--- src/rtl/osd_pkg.sv ---
package osd_pkg;

    typedef enum logic [2:0] {
        SRC_MAIN      = 3'd0,
        SRC_PLL_MAIN  = 3'd1,
        SRC_SUB       = 3'd2,
        SRC_HOCO      = 3'd3,
        SRC_HOCO_DIV8 = 3'd4,
        SRC_LOCO      = 3'd5
    } cpu_src_e;

    typedef enum logic [2:0] {
        ADDR_ENABLE = 3'd0,
        ADDR_MODE   = 3'd1,
        ADDR_CTRL   = 3'd2,
        ADDR_THRESH = 3'd3,
        ADDR_STATUS = 3'd4
    } reg_addr_e;

    typedef struct packed {
        logic act_reset;
        logic watch_sub;
    } mode_t;

    typedef struct packed {
        logic     valid;
        cpu_src_e src;
    } fallback_t;

    function automatic fallback_t pick_fallback(logic watch_sub, cpu_src_e cur);
        fallback_t f;
        f.valid = 1'b0;
        f.src   = cur;
        if (!watch_sub && (cur == SRC_MAIN || cur == SRC_PLL_MAIN)) begin
            f.valid = 1'b1;
            f.src   = SRC_HOCO_DIV8;
        end else if (watch_sub && cur == SRC_SUB) begin
            f.valid = 1'b1;
            f.src   = SRC_LOCO;
        end
        return f;
    endfunction

endpackage

--- src/rtl/osd_edge_sync.sv ---
module osd_edge_sync #(
    parameter int STAGES = 2
) (
    input  logic clk,
    input  logic rst,
    input  logic async_in,
    output logic toggle_seen
);
    logic [STAGES:0] pipe_q;

    always_ff @(posedge clk) begin
        if (rst) pipe_q <= '0;
        else     pipe_q <= {pipe_q[STAGES-1:0], async_in};
    end

    assign toggle_seen = pipe_q[STAGES] ^ pipe_q[STAGES-1];
endmodule

--- src/rtl/osd_stop_timer.sv ---
module osd_stop_timer #(
    parameter int CMP_W = 12
) (
    input  logic             clk,
    input  logic             rst,
    input  logic             active,
    input  logic             toggle_seen,
    input  logic [CMP_W-1:0] thresh,
    output logic             fire
);
    logic [CMP_W-1:0] cnt_q;
    logic             at_limit;

    assign at_limit = (cnt_q == thresh);
    assign fire     = active && !toggle_seen && at_limit;

    always_ff @(posedge clk) begin
        if (rst || !active)       cnt_q <= '0;
        else if (toggle_seen)     cnt_q <= '0;
        else if (at_limit)        cnt_q <= '0;
        else                      cnt_q <= cnt_q + 1'b1;
    end

    p_cnt_le_thresh_r4: assert property (@(posedge clk) disable iff (rst)
        active |-> cnt_q <= thresh);

    p_toggle_restart_r5: assert property (@(posedge clk) disable iff (rst)
        active && toggle_seen |=> cnt_q == '0);
endmodule

--- src/rtl/osd_regs.sv ---
module osd_regs
    import osd_pkg::*;
#(
    parameter int CMP_W = 12
) (
    input  logic             clk,
    input  logic             rst,
    input  logic             wr_en,
    input  logic [2:0]       addr,
    input  logic [CMP_W-1:0] wdata,
    input  logic             stop_flag,
    output logic [CMP_W-1:0] rdata,
    output logic             clr_flag,
    output logic             en_q,
    output logic             run_q,
    output logic             irq_en_q,
    output mode_t            mode_q,
    output logic [CMP_W-1:0] thresh_q
);
    logic cfg_open;
    assign cfg_open = en_q && !run_q;
    assign clr_flag = wr_en && (addr == ADDR_STATUS) && !wdata[0];

    always_ff @(posedge clk) begin
        if (rst) begin
            en_q     <= 1'b0;
            run_q    <= 1'b0;
            irq_en_q <= 1'b0;
            mode_q   <= '0;
            thresh_q <= '0;
        end else if (wr_en) begin
            case (addr)
                ADDR_ENABLE: begin
                    en_q <= wdata[0];
                    if (!wdata[0]) begin
                        run_q    <= 1'b0;
                        irq_en_q <= 1'b0;
                    end
                end
                ADDR_MODE: if (cfg_open) begin
                    mode_q.watch_sub <= wdata[0];
                    mode_q.act_reset <= wdata[1];
                end
                ADDR_CTRL: if (en_q) begin
                    run_q    <= wdata[0];
                    irq_en_q <= wdata[1];
                end
                ADDR_THRESH: if (cfg_open) thresh_q <= wdata;
                default: ;
            endcase
        end
    end

    always_comb begin
        rdata = '0;
        case (addr)
            ADDR_ENABLE: rdata[0]   = en_q;
            ADDR_MODE:   rdata[1:0] = mode_q;
            ADDR_CTRL:   rdata[1:0] = {irq_en_q, run_q};
            ADDR_THRESH: rdata      = thresh_q;
            ADDR_STATUS: rdata[0]   = stop_flag;
            default:     rdata      = '0;
        endcase
    end

    p_cfg_locked_r10: assert property (@(posedge clk) disable iff (rst)
        run_q |=> $stable(mode_q) && $stable(thresh_q));

    p_run_needs_en_r2: assert property (@(posedge clk) disable iff (rst)
        run_q |-> en_q);
endmodule

--- src/rtl/osd_monitor.sv ---
module osd_monitor
    import osd_pkg::*;
#(
    parameter int CMP_W       = 12,
    parameter int SYNC_STAGES = 2
) (
    input  logic             clk,
    input  logic             rst,
    input  logic             wr_en,
    input  logic [2:0]       addr,
    input  logic [CMP_W-1:0] wdata,
    output logic [CMP_W-1:0] rdata,
    input  logic             main_clk_in,
    input  logic             sub_clk_in,
    input  logic [2:0]       cpu_src_req,
    output logic [2:0]       cpu_src_sel,
    output logic             stop_flag,
    output logic             irq_req,
    output logic             rst_req
);
    localparam int N_WATCH = 2;

    logic             clr_flag, en_q, run_q, irq_en_q, fire;
    mode_t            mode_q;
    logic [CMP_W-1:0] thresh_q;
    logic [N_WATCH-1:0] watch_in, watch_tog;
    logic             flag_q;
    fallback_t        ovr_q;

    assign watch_in = {sub_clk_in, main_clk_in};

    osd_regs #(.CMP_W(CMP_W)) i_regs (
        .clk(clk), .rst(rst), .wr_en(wr_en), .addr(addr), .wdata(wdata),
        .stop_flag(flag_q), .rdata(rdata), .clr_flag(clr_flag),
        .en_q(en_q), .run_q(run_q), .irq_en_q(irq_en_q),
        .mode_q(mode_q), .thresh_q(thresh_q)
    );

    for (genvar gi = 0; gi < N_WATCH; gi++) begin : g_sync
        osd_edge_sync #(.STAGES(SYNC_STAGES)) i_sync (
            .clk(clk), .rst(rst), .async_in(watch_in[gi]),
            .toggle_seen(watch_tog[gi])
        );
    end

    osd_stop_timer #(.CMP_W(CMP_W)) i_timer (
        .clk(clk), .rst(rst), .active(en_q && run_q),
        .toggle_seen(watch_tog[mode_q.watch_sub]),
        .thresh(thresh_q), .fire(fire)
    );

    always_ff @(posedge clk) begin
        if (rst) begin
            flag_q <= 1'b0;
            ovr_q  <= '{valid: 1'b0, src: SRC_MAIN};
        end else begin
            if (fire)          flag_q <= 1'b1;
            else if (clr_flag) flag_q <= 1'b0;

            if (fire && !flag_q)
                ovr_q <= pick_fallback(mode_q.watch_sub, cpu_src_e'(cpu_src_req));
            else if (clr_flag && !fire)
                ovr_q.valid <= 1'b0;
        end
    end

    assign stop_flag   = flag_q;
    assign rst_req     = flag_q && mode_q.act_reset;
    assign irq_req     = flag_q && !mode_q.act_reset && irq_en_q;
    assign cpu_src_sel = ovr_q.valid ? ovr_q.src : cpu_src_req;

    p_flag_sticky_r6: assert property (@(posedge clk) disable iff (rst)
        stop_flag && !(wr_en && addr == 3'd4 && !wdata[0]) |=> stop_flag);

    p_req_needs_flag_r7: assert property (@(posedge clk) disable iff (rst)
        (rst_req || irq_req) |-> stop_flag);

    p_req_exclusive_r7: assert property (@(posedge clk) disable iff (rst)
        !(rst_req && irq_req));

    p_sel_override_r9: assert property (@(posedge clk) disable iff (rst)
        (cpu_src_sel != cpu_src_req) |-> stop_flag);

    p_fallback_code_r8: assert property (@(posedge clk) disable iff (rst)
        (cpu_src_sel != cpu_src_req) |-> (cpu_src_sel == 3'd4 || cpu_src_sel == 3'd5));
endmodule

--- config.mk ---
export PLATFORM = sky130hd
export DESIGN_NAME = osd_monitor
export DESIGN_NICKNAME = d
export VERILOG_FILES = /design/src/rtl/osd_pkg.sv /design/src/rtl/osd_edge_sync.sv /design/src/rtl/osd_stop_timer.sv /design/src/rtl/osd_regs.sv /design/src/rtl/osd_monitor.sv
export SDC_FILE = /design/constraint.sdc
export NUM_CORES = 1
export LEC_CHECK = 0
export BUFFER_PORTS_ARGS = -buffer_cell sky130_fd_sc_hd__clkbuf_2
export CORE_MARGIN = 1.5
export CORE_UTILIZATION = 45
export CTS_CLUSTER_SIZE = 40
export DETAILED_ROUTE_END_ITERATION = 8
export PLACE_DENSITY = 0.69
export SLEW_MARGIN = 40
export SYNTH_ARGS = -nofsm -noshare
export SYNTH_HDL_FRONTEND = slang
export SYNTH_SLANG_ARGS = --single-unit
export TNS_END_PERCENT = 5
--- constraint.sdc ---
create_clock -name clk -period 2.8 [get_ports clk]
set_clock_uncertainty 0.05 [all_clocks]
set_input_delay 0.28 -clock clk [delete_from_list [all_inputs] [get_ports clk]]
set_output_delay 0.28 -clock clk [all_outputs]
set_load 0.005 [all_outputs]
Yosys cells after proc, flatten, opt, wreduce, memory -nomap -nowiden
Cells that the tools add are included.
- register bits after elaboration: 40
- input bits: 23
- output and inout bits: 18
- word-level logic and storage cells: 75
- add/subtract/negate cells: 1
- order comparisons: 1
- equal/unequal tests: 9
- muxes and demuxes: 17
- bitwise gates (word level): 2
- reduce and logical (&&, ||, !) cells: 33
- operators by type and width (cell ; number):
    1-bit logical AND ; 13
    12-bit by 1-bit adder with 12-bit output (second input constant) ; 1
    12-bit == test ; 1
    10-bit 2-to-1 mux ; 1
    3-bit by 2-bit == test with 1-bit output (second input constant) ; 3
    1-bit 2-to-1 mux ; 9
    1-bit zero test ; 8
    4-bit 2-to-1 mux ; 2
    3-bit by 1-bit == test with 1-bit output (second input constant) ; 2
    3-bit zero test ; 2
    3-bit AND reduction ; 2
    2-bit nonzero test ; 3
    1-bit case mux with 5 select lines ; 1
    1-bit case mux with 2 select lines ; 2
    4-bit AND reduction ; 1
    3-bit == test (second input constant) ; 1
    3-bit 2-to-1 mux ; 1
    1-bit case mux with 3 select lines ; 1
    3-bit OR reduction ; 1
    1-bit logical OR ; 2
    1-bit by 2-bit less-than comparator with 1-bit output (second input constant) ; 1
    2-bit by 1-bit inequality test with 1-bit output (second input constant) ; 1
    2-bit inequality test (second input constant) ; 1
    2-bit AND reduction ; 1
    1-bit XOR ; 2

Logic depth before layout (Yosys ltp)
- depth after elaboration: 10
- mapped depth: 7
- gate-level depth less buffers: 5

Cells and area by module
A second synthesis with hierarchy kept.
- cells, all modules: 235
- area total of the unflattened synthesis: 2263.4 sq um
- modules (own cells, without submodules) (module ; instances ; cells each ; area each (sq um) ; seq. area each (sq um)):
    osd_regs ; 1 ; 108 ; 992.2 ; 340.3
    osd_stop_timer ; 1 ; 77 ; 773.2 ; 240.2
    osd_monitor ; 1 ; 36 ; 322.8 ; 100.1
    osd_edge_sync ; 2 ; 7 ; 87.6 ; 60.1

Worst setup path before layout
Ideal clock, no wire load.
- kind: flip-flop to flip-flop
- from: reg i_timer.cnt_q[0]
- to: reg i_timer.cnt_q[3]
- library setup time: 118 ps
- arrival: 1558 ps
- required time: 2632 ps
- slack: 1074 ps
- stages on the path, launching flop included: 7
- buffers on the path: 1
- period minus slack after synthesis: 1726 ps
- cell sequence: dfxtp_1 -> xnor2_1 -> nand4_1 -> nor3_1 -> or3b_4 -> buf_6 -> nor2_4
- longest elaborated chain between the ends: 2
- elaborated cells between the ends (all ways): 3
- those cells by class: 1 x add/sub; 1 x eq/ne; 1 x reduce/logical
- ends and longest elaborated chain (item ; line ; text):
    start: declaration ; osd_stop_timer.sv:11 ; logic [CMP_W-1:0] cnt_q;
    start signal: assignment ; osd_stop_timer.sv:21 ; else cnt_q <= cnt_q + 1'b1;
    branches (longest 2 deep; another with 12-bit by 1-bit adder with 12-bit output) ; n/a ;
Several ways; the timed one is not identified.
A chain may end at the register's enable or synchronous reset.

Final worst setup path
- from: reg i_timer.cnt_q[0]
- to: reg i_timer.cnt_q[11]
The elaborated chain is that of the path after synthesis.

==> metrics <==
status complete, no violations; grt ovf 0; Synth Area in Compound Gates 6.94%; insertion delay to the later sink of the worst-skew pair 0.29 ns; via count 1594; Placeable Area 4320 um2; Synth warnings 0; Storage cell area 801 um2; fin crit period 1.80 ns; pwr dens 465 nW/um2; worst slew pin tran 0.715 ns; Hold Crit Class in2reg; Peak VDD IR 0.406 mV; die width 69.7 um; cell area after synthesis 2000 um2; Setup TNS 0 ns; top-count cell post-synth dfxtp_1; post-DP HPWL 2800 um; first-pass GRT wire length 6690 um; EDFF count, synth 0; CP endpoint kind register; register area share after synthesis 40.0%; DR pass1 iterations 4; dpl cells 309; non-filler instance count after layout 317; number of global-route vias before repair 1493; Post-synth ARST share 0%; Syn Inst Count 226; share of post-route cells with drive strength above 1 26.0%; drt drc 0; Final Cycle Share 64.3%; synth top area cells dfxtp_1, mux2i_1, xnor2_1; multi-input logic area 1130 um2; Synth Area in XOR/XNOR 10.5%; final hold vios 0; Peak Freq 555 MHz; share of the synthesized area in the top cell type 40.0%; Synth area leader dfxtp_1; clk slew on worst S/H paths 0.07 ns; Tot Pwr 1.08 mW; Startpoint Class register; post-CTS sizing 0; area grow syn2layout 16.5%; sinks on the clock net 40; Critical Path Max Stage Delay 0.47 ns; Initial Utilization 46.3%; # port buffers 40; nets 288; largest family of logic cells by synthesized area simple AND/OR/NAND/NOR gates; Post-CTS Setup Bufs 0; RSZ-0062 raised after global routing no; Max Slew Vio Count 0; IO Pins 41; initial antenna violation count 0; pre-CTS WS 0.747 ns; critical path class reg2reg; DRT Wirelength 3820 um; clk root buf clkbuf_8; setup violators final 0; mux contribution to synthesized area 10.7%; Max clock buf depth 2; Adder-Cell Fraction of Synth Area 0.625%; Worst Path Required 2.92 ns; CTS tree built; Final ANT Viol Nets 0; All-Layer GR Usage 16.9%; Most used DFF post-synth dfxtp_1; Initial DRC Count 60; #FFs+latches synth 40; die height 69.7 um; average cell area after synthesis 8.86 um2; simple-gate portion of the synthesized area 27.6%; critical-path cell list xnor2_1 -> nand4_1 -> nor3_2 -> or3b_4 -> nor2_1; relative slew slack 52.3%; drt wl/cell 12.1 um; largest net degree at the start of global routing 31; die footprint 4860 um2; total nets after synthesis 250; synth cell count leaders dfxtp_1, nor2_1, mux2i_1; Leak 0.891 nW; Final WS setup 0.999 ns; fill cell count 421; Unique masters post-synth 34; WP data arrival 1.93 ns; max cap viols 0; CTS H-tree depth 2; Post-CTS Hold Buffers 0; num rows 24; total CTS buffers 5; Inserted Diodes 0; DR vias/cell 5.03; GP Congestion 0.832; slowest CP cell dfxtp_1; crit-path max FO 12
==> area by class of cell <==
cell class	instances	share of cell area, %
clock buffers	6	3.11
clock inverters	2	1.50
inverters	5	0.805
multi-input cells	171	48.6
flip-flops and latches	40	34.3
well taps	52	2.79
repair buffers	41	8.91
==> path summary, 6_finish.rpt <==
kind | depth (start not counted) | slack (ns) | startpoint | to
hold reg to reg | 1 | 0.39 | g_sync[1].i_sync.pipe_q[0]$_SDFF_PP0_ | g_sync[1].i_sync.pipe_q[1]$_SDFF_PP0_
setup / recovery | 5 | 1.0 | i_timer.cnt_q[0]$_SDFF_PP0_ | i_timer.cnt_q[11]$_SDFF_PP0_
setup reg to reg | 5 | 1.0 | i_timer.cnt_q[0]$_SDFF_PP0_ | i_timer.cnt_q[11]$_SDFF_PP0_
hold / removal | 2 | 0.15 | main_clk_in | g_sync[0].i_sync.pipe_q[0]$_SDFF_PP0_
==> critical path: cells and delay by family, from the launching register on <==
family,cells,cell delay [ns]
flops,1,0.47
simple gates,4,1.00
xor+xnor,1,0.16
==> layout by cell type (no fill, tap or decap), types with 2 or more instances in the layout <==
cell,instances
nor3_1,4
nand2_1,14
dfxtp_1,40
mux2i_1,18
xnor2_1,16
xor2_1,8
inv_1,5
nand2b_1,3
nor2_2,10
o21ai_0,7
nor2b_1,9
nor2_1,28
clkbuf_2,40
a21oi_1,8
nand4_1,7
nand3_1,6
clkbuf_8,5
and2_1,11
mux2_2,3
or4_1,2
and3_1,2
a31o_2,2
nand3b_1,2
==> registers in the layout, summed over array words and instances, names as in the netlist <==
signal	count
i_regs.thresh_q	12
i_timer.cnt_q	12
g_sync.i_sync.pipe_q	6
ovr_q	4
i_regs.mode_q	2
i_regs.en_q	1
i_regs.irq_en_q	1
i_regs.run_q	1
stop_flag	1
==> power by group <==
group | internal [mW] | total (mW) | switching [mW]
sequential | 0.573 | 0.575 | 0.00198
combinational | 0.0262 | 0.0573 | 0.0312
clock | 0.264 | 0.452 | 0.188
total | 0.863 | 1.08 | 0.221
==> per-layer routing <==
layer  global-route usage [%]  wire, um  vias to the layer above
met3                     3.63       133                        7
met5                        0         0                        -
met2                     27.2      1670                       32
li1                         -         -                      832
met4                     5.77        55                        0
met1                     22.4      1970                      723
==> kinds of logic after synthesis <==
family | after synthesis
and+or+nand+nor | 104
AOI/OAI and AO/OA | 21
xor gates and xnor gates | 24
DFF | 40
buffers and inverters | 15
adders and majority gates | 1
muxes | 21
==> stage by stage <==
| stage | hold slack [ns] | utilization (%) | instance area (um2) |
|---|---|---|---|
| after floorplan | 0.358 | - | 2000 |
| after global placement | 0.368 | 51.3 | 2220 |
| after detailed placement | 0.376 | 51.3 | 2220 |
| after CTS | 0.144 | 53.8 | 2330 |
| after global routing | 0.155 | 53.9 | 2330 |
| final | 0.148 | 53.9 | 2330 |
Power figures use the tool's default switching activity.
